--- src/rtl/cws_pkg.sv ---
package cws_pkg;

  localparam int BIT_CLAMP    = 0;
  localparam int BIT_MEMCLAMP = 1;
  localparam int BIT_L2SLEEP  = 3;
  localparam int BIT_CORERST  = 4;
  localparam int BIT_PORRST   = 5;

  typedef enum logic [3:0] {
    SQ_IDLE,
    SQ_GATE,
    SQ_WAIT_HS,
    SQ_MEMCLR,
    SQ_L2SLP,
    SQ_WAIT_L2,
    SQ_UNCLAMP,
    SQ_WAIT_ISO,
    SQ_UNRST,
    SQ_PWRUP
  } seq_state_t;

endpackage

--- src/rtl/cws_settle_timer.sv ---
module cws_settle_timer #(
  parameter int CYCLES = 100
) (
  input  logic clk,
  input  logic rst,
  input  logic load_i,
  input  logic run_i,
  output logic expired_o
);
  localparam int CW = (CYCLES > 1) ? $clog2(CYCLES) : 1;
  localparam logic [CW-1:0] LOADV = CW'(CYCLES - 1);

  logic [CW-1:0] cnt_q;

  always_ff @(posedge clk) begin
    if (rst) begin
      cnt_q <= '0;
    end else if (load_i) begin
      cnt_q <= LOADV;
    end else if (run_i && (cnt_q != '0)) begin
      cnt_q <= cnt_q - 1'b1;
    end
  end

  assign expired_o = (cnt_q == '0);

  // the count never exceeds the loaded settle length
  a_r6_timer_bound: assert property (@(posedge clk) disable iff (rst)
    cnt_q <= LOADV);

  // a running, unexpired timer counts down by one each clock
  a_r7_timer_step: assert property (@(posedge clk) disable iff (rst)
    run_i && !load_i && (cnt_q != '0) |=> cnt_q == $past(cnt_q) - 1'b1);

endmodule

--- src/rtl/cws_ref_tick_count.sv ---
module cws_ref_tick_count #(
  parameter int TARGET = 16
) (
  input  logic clk,
  input  logic rst,
  input  logic clear_i,
  input  logic en_i,
  input  logic tick_i,
  output logic reached_o
);
  localparam int CW = $clog2(TARGET + 1);
  localparam logic [CW-1:0] TOP = CW'(TARGET);

  logic [CW-1:0] cnt_q;

  always_ff @(posedge clk) begin
    if (rst || clear_i) begin
      cnt_q <= '0;
    end else if (en_i && tick_i && (cnt_q != TOP)) begin
      cnt_q <= cnt_q + 1'b1;
    end
  end

  // the tick on the current edge already counts toward the target
  assign reached_o = (cnt_q == TOP) || (tick_i && (cnt_q == TOP - 1'b1));

  // the tick count saturates at the programmed head-switch count
  a_r4_tick_saturate: assert property (@(posedge clk) disable iff (rst)
    cnt_q <= TOP);

  // without a tick the count holds
  a_r4_tick_hold: assert property (@(posedge clk) disable iff (rst)
    !tick_i && !clear_i |=> $stable(cnt_q));

endmodule

--- src/rtl/core_wake_seq.sv ---
module core_wake_seq #(
  parameter int REG_W        = 32,
  parameter int CLKS_PER_US  = 50,
  parameter int SETTLE_US    = 2,
  parameter int HS_EN_BIT    = 0,
  parameter int HS_CNT_SHIFT = 24,
  parameter int HS_CNT       = 16,
  parameter int ISO_BIT      = 17,
  parameter int PWRUP_BIT    = 7
) (
  input  logic             clk,
  input  logic             rst,
  input  logic             start_i,
  input  logic             ref_tick_i,
  output logic [REG_W-1:0] pwr_ctl_o,
  output logic [REG_W-1:0] gate_ctl_o,
  output logic             busy_o,
  output logic             done_o
);
  import cws_pkg::*;

  localparam int WAIT_CYC = CLKS_PER_US * SETTLE_US;
  localparam logic [REG_W-1:0] ONE = REG_W'(1);
  localparam logic [REG_W-1:0] HOLD_VAL =
    (ONE << BIT_PORRST) | (ONE << BIT_CORERST) |
    (ONE << BIT_MEMCLAMP) | (ONE << BIT_CLAMP);
  localparam logic [REG_W-1:0] GATE_VAL =
    (ONE << HS_EN_BIT) | (REG_W'(HS_CNT) << HS_CNT_SHIFT);

  seq_state_t state_q;
  logic [REG_W-1:0] pwr_q, gate_q;
  logic busy_q, done_q;
  logic tmr_load, tmr_run, tmr_exp;
  logic hs_clear, hs_en, hs_reached;

  assign tmr_load = (state_q == SQ_GATE) || (state_q == SQ_L2SLP) ||
                    (state_q == SQ_UNCLAMP);
  assign tmr_run  = (state_q == SQ_WAIT_HS) || (state_q == SQ_WAIT_L2) ||
                    (state_q == SQ_WAIT_ISO);
  assign hs_clear = (state_q == SQ_GATE);
  assign hs_en    = (state_q == SQ_WAIT_HS);

  cws_settle_timer #(.CYCLES(WAIT_CYC)) u_timer (
    .clk       (clk),
    .rst       (rst),
    .load_i    (tmr_load),
    .run_i     (tmr_run),
    .expired_o (tmr_exp)
  );

  cws_ref_tick_count #(.TARGET(HS_CNT)) u_hs_ticks (
    .clk       (clk),
    .rst       (rst),
    .clear_i   (hs_clear),
    .en_i      (hs_en),
    .tick_i    (ref_tick_i),
    .reached_o (hs_reached)
  );

  always_ff @(posedge clk) begin
    if (rst) begin
      state_q <= SQ_IDLE;
      pwr_q   <= '0;
      gate_q  <= '0;
      busy_q  <= 1'b0;
      done_q  <= 1'b0;
    end else begin
      done_q <= 1'b0;
      case (state_q)
        SQ_IDLE: begin
          if (start_i) begin
            pwr_q   <= HOLD_VAL;
            busy_q  <= 1'b1;
            state_q <= SQ_GATE;
          end
        end
        SQ_GATE: begin
          gate_q  <= GATE_VAL;
          state_q <= SQ_WAIT_HS;
        end
        SQ_WAIT_HS: begin
          if (tmr_exp && hs_reached) state_q <= SQ_MEMCLR;
        end
        SQ_MEMCLR: begin
          pwr_q[BIT_MEMCLAMP] <= 1'b0;
          state_q <= SQ_L2SLP;
        end
        SQ_L2SLP: begin
          pwr_q[BIT_L2SLEEP] <= 1'b1;
          state_q <= SQ_WAIT_L2;
        end
        SQ_WAIT_L2: begin
          if (tmr_exp) state_q <= SQ_UNCLAMP;
        end
        SQ_UNCLAMP: begin
          pwr_q[ISO_BIT]   <= 1'b1;
          pwr_q[BIT_CLAMP] <= 1'b0;
          state_q <= SQ_WAIT_ISO;
        end
        SQ_WAIT_ISO: begin
          if (tmr_exp) state_q <= SQ_UNRST;
        end
        SQ_UNRST: begin
          pwr_q[BIT_CORERST] <= 1'b0;
          pwr_q[BIT_PORRST]  <= 1'b0;
          state_q <= SQ_PWRUP;
        end
        SQ_PWRUP: begin
          pwr_q[PWRUP_BIT] <= 1'b1;
          done_q  <= 1'b1;
          busy_q  <= 1'b0;
          state_q <= SQ_IDLE;
        end
        default: state_q <= SQ_IDLE;
      endcase
    end
  end

  assign pwr_ctl_o  = pwr_q;
  assign gate_ctl_o = gate_q;
  assign busy_o     = busy_q;
  assign done_o     = done_q;

  // reset clears both images and the flags
  a_r1_reset_clear: assert property (@(posedge clk)
    rst |=> (pwr_q == '0) && (gate_q == '0) && !busy_q && !done_q);

  // done is a single-cycle pulse and never coincides with busy
  a_r8_done_pulse: assert property (@(posedge clk) disable iff (rst)
    done_q |=> !done_q);
  a_r8_done_not_busy: assert property (@(posedge clk) disable iff (rst)
    done_q |-> !busy_q);

  // while idle without a start, neither image changes
  a_r9_idle_hold: assert property (@(posedge clk) disable iff (rst)
    !busy_q && !start_i |=> $stable(pwr_q) && $stable(gate_q));

  // a busy walk never drops out early, whatever start does
  a_r9_stay_busy: assert property (@(posedge clk) disable iff (rst)
    busy_q && (state_q != SQ_PWRUP) |=> busy_q);

  // memory clamp lifts only with the head switch enabled
  a_r4_switch_first: assert property (@(posedge clk) disable iff (rst)
    $fell(pwr_q[BIT_MEMCLAMP]) |-> gate_q[HS_EN_BIT]);

  // resets are released only after isolation has been removed
  a_r7_unclamp_first: assert property (@(posedge clk) disable iff (rst)
    $fell(pwr_q[BIT_CORERST]) |-> !pwr_q[BIT_CLAMP] && pwr_q[ISO_BIT]);

  // the power-control image is frozen during every settle wait
  a_r6_wait_frozen: assert property (@(posedge clk) disable iff (rst)
    tmr_run |=> $stable(pwr_q));

endmodule

--- config.mk ---
export PLATFORM = sky130hd
export DESIGN_NAME = core_wake_seq
export DESIGN_NICKNAME = d
export VERILOG_FILES = /design/src/rtl/cws_pkg.sv /design/src/rtl/cws_settle_timer.sv /design/src/rtl/cws_ref_tick_count.sv /design/src/rtl/core_wake_seq.sv
export SDC_FILE = /design/constraint.sdc
export NUM_CORES = 1
export LEC_CHECK = 0
export BUFFER_PORTS_ARGS = -buffer_cell sky130_fd_sc_hd__buf_2
export CELL_PAD_IN_SITES_DETAIL_PLACEMENT = 0
export CELL_PAD_IN_SITES_GLOBAL_PLACEMENT = 2
export CORE_ASPECT_RATIO = 1.2
export CORE_MARGIN = 5
export CORE_UTILIZATION = 29
export CTS_BUF_LIST = sky130_fd_sc_hd__clkbuf_4
export DETAILED_ROUTE_END_ITERATION = 8
export PLACE_DENSITY = 0.84
export RECOVER_POWER = 25
export SLEW_MARGIN = 10
export SYNTH_ARGS = -nofsm -noshare
export SYNTH_HDL_FRONTEND = slang
export SYNTH_SLANG_ARGS = --single-unit
--- constraint.sdc ---
create_clock -name clk -period 3.8 [get_ports clk]
set_input_delay 0.57 -clock clk [delete_from_list [all_inputs] [get_ports clk]]
set_output_delay 0.57 -clock clk [all_outputs]
set_load 0.05 [all_outputs]
==> results.ini <==
[floorplan]
rows=30
io_pins=70
die_x_microns=80.0
dieHeight_microns=94.0
initial_utilization_pct=29.9
core_area_sq_mm=0.00571
dieArea_sq_mm=0.00752

[clock_network]
htree_num_levels=1
ctsLongestPathBuffers=2
clkSinkCount=25
cts_buffers=3
cts_tree=done
insertion_delay_ns=0.32
cts_hold_buf=0
post_cts_buffers=0
post_cts_resized=0
root_buffer=clkbuf_4
cts.reportedPaths.clkPinSlew_ns=0.14

[final_layout]
register_area_sq_um=500
drive_gt1_share_pct=9.39
area_growth_pct=-3.82
nets=223
antenna_cells=0
multi_input_area_sq_um=915
fillers=648
mostFrequentLayoutCell=conb_1
most-common-layout-cells=conb_1, dfxtp_1, a21oi_1

[synthesis]
synthDistinctLibCells=44
synth_area_leaders=dfxtp_1, buf_4, a21oi_1
synth-seq-cells=25
ys.flop_type=dfxtp_1
synth_area_leader_cell=dfxtp_1
synth_top_area_share_pct=29.4
yosys_warnings=0
synth_edf_count=0
yosysSeqAreaShare_pct=29.4
syn_inst=205
synth-async-reset-ratio_pct=0
avgSynthCellArea_sq_um=8.31
netlist_area_sq_mm=0.00170

[detailed_routing]
dr.pass1.iters=4
ant_nets=0
vias=1195
drc=0
drt_iter0_markers=47
avgRoutedWirePerCell_microns=10.5
routed_via_density=4.08
wl_microns=3070

[grt]
grt.overflow.total=0
antenna_found_initial=0
grt_first_pass_wirelength_microns=4830
grt_usage_pct=7.86
first_global_vias=1086
grt_max_degree=18

[placement]
place.gp.congestion=0.772
dp_hpwl_microns=2300
io_buffers=14

[status]
run_status=finished clean

[worst_setup_path]
cp.required_ns=4.06
crit_cells=4
crit_family=simple AND/OR/NAND/NOR gates
max_stage_delay_ns=0.58
critPathKind=reg -> reg
start_kind=register
crit_fanout=14
critPathCaptureType=register
cp.arrival_ns=2.22
crit_chain=nor4b_4, o22ai_4, or3_1, a31oi_1
path_buf_inv=0
cp_slowest_cell=dfxtp_1
ff2ff_path_depth=4

[sta]
fin_tns_setup_ns=0
slew_viol_final=0
worst_pin_slew_ns=0.594
relSlewSlack_pct=60.2
grt_setup_unrepaired=false
setup_viol=0
min_period_ns=1.97
fin_worst_skew_ns=0.00220
finalCritPeriodShare_pct=51.7
finalHoldViolCount=0
max_freq_mhz=509

[power_and_ir_drop]
leakagePower_nw=0.717
p_per_area_mw_per_mm2=514
p_total_mw=0.842
irDropWorstVdd_mv=0.132

[hold_path]
hp-class=reg -> reg
holdPathStages=2

[job]
max-cap-violations=0

## layout make-up
type / count / share of cell area (%)
inverters: 8 / 1.83
multi-input cells: 162 / 55.8
clock buffers: 4 / 1.83
repair buffers: 14 / 3.89
flip-flops and latches: 25 / 30.5
well taps: 80 / 6.11
## synth_stat cells, types with 5 or more instances
cell type	number
clkbuf_1	6
nor2_1	13
ha_1	5
inv_1	8
dfxtp_1	25
or3_1	5
a21oi_1	14
nor3_1	8
o21ai_0	6
buf_4	57
nand2_1	10
## worst min-delay path: stages (launching register included)
cell	delay (ns)
dfxtp_1	0.34
o21ai_0	0.07
a21oi_1	0.06
## worst paths after layout
check                              from  slack [ns]                       endpoint
max             state_q[1]$_SDFFE_PP0P_        1.83  u_timer.cnt_q[5]$_SDFFE_PP0P_
min          pwr_ctl_o[17]$_SDFFE_PP0P_        0.50     pwr_ctl_o[17]$_SDFFE_PP0P_
max reg2reg     state_q[1]$_SDFFE_PP0P_        1.83  u_timer.cnt_q[5]$_SDFFE_PP0P_
min reg2reg  pwr_ctl_o[17]$_SDFFE_PP0P_        0.50     pwr_ctl_o[17]$_SDFFE_PP0P_
## flip-flops by register name, indices dropped and copies added, names as in the netlist
| signal | count |
|---|---|
| done_o | 1 |
| u_hs_ticks.cnt_q | 5 |
| state_q | 4 |
| gate_ctl_o | 1 |
| pwr_ctl_o | 6 |
| u_timer.cnt_q | 7 |
| busy_o | 1 |
## metrics by stage
stage               util (%)  hold slack (ns)  instance area [sq um]  std cells  worst slack, ns
floorplan                  -            0.464                   1910        259             2.06
global placement        28.3            0.472                   1620        289             1.93
detailed placement      28.3            0.478                   1620        289             1.85
CTS                     28.8            0.497                   1650        293             1.85
global route            28.7            0.543                   1640        293             1.67
finish                  28.7            0.501                   1640        293             1.83
## power by group
| part | switching, mW | internal (mW) | total (mW) |
|---|---|---|---|
| clock | 0.0818 | 0.0481 | 0.130 |
| sequential | 0.0378 | 0.295 | 0.333 |
| combinational | 0.286 | 0.0939 | 0.379 |
## layer usage
| layer | wire [microns] | GRT usage (%) | part of all wire [%] | vias to the layer above |
|---|---|---|---|---|
| li1 | - | - | - | 609 |
| met1 | 1360 | 10.0 | 44 | 540 |
| met2 | 1460 | 13.1 | 48 | 44 |
| met3 | 226 | 1.25 | 7.4 | 2 |
| met4 | 20 | 3.10 | 0.65 | 0 |
| met5 | 0 | 0 | 0 | - |
## logic make-up after synthesis
kind of cell             share of synthesized area (%)
other                                            0.220
buffers and inverters                             28.9
flip-flops                                        29.4
adder cells (fa/ha/maj)                           3.67
AND/OR/NAND/NOR                                   19.5
multiplexers                                      1.17
AO/OA/AOI/OAI                                     14.6
XOR/XNOR                                          2.57
(Power assumes the default switching activity.)
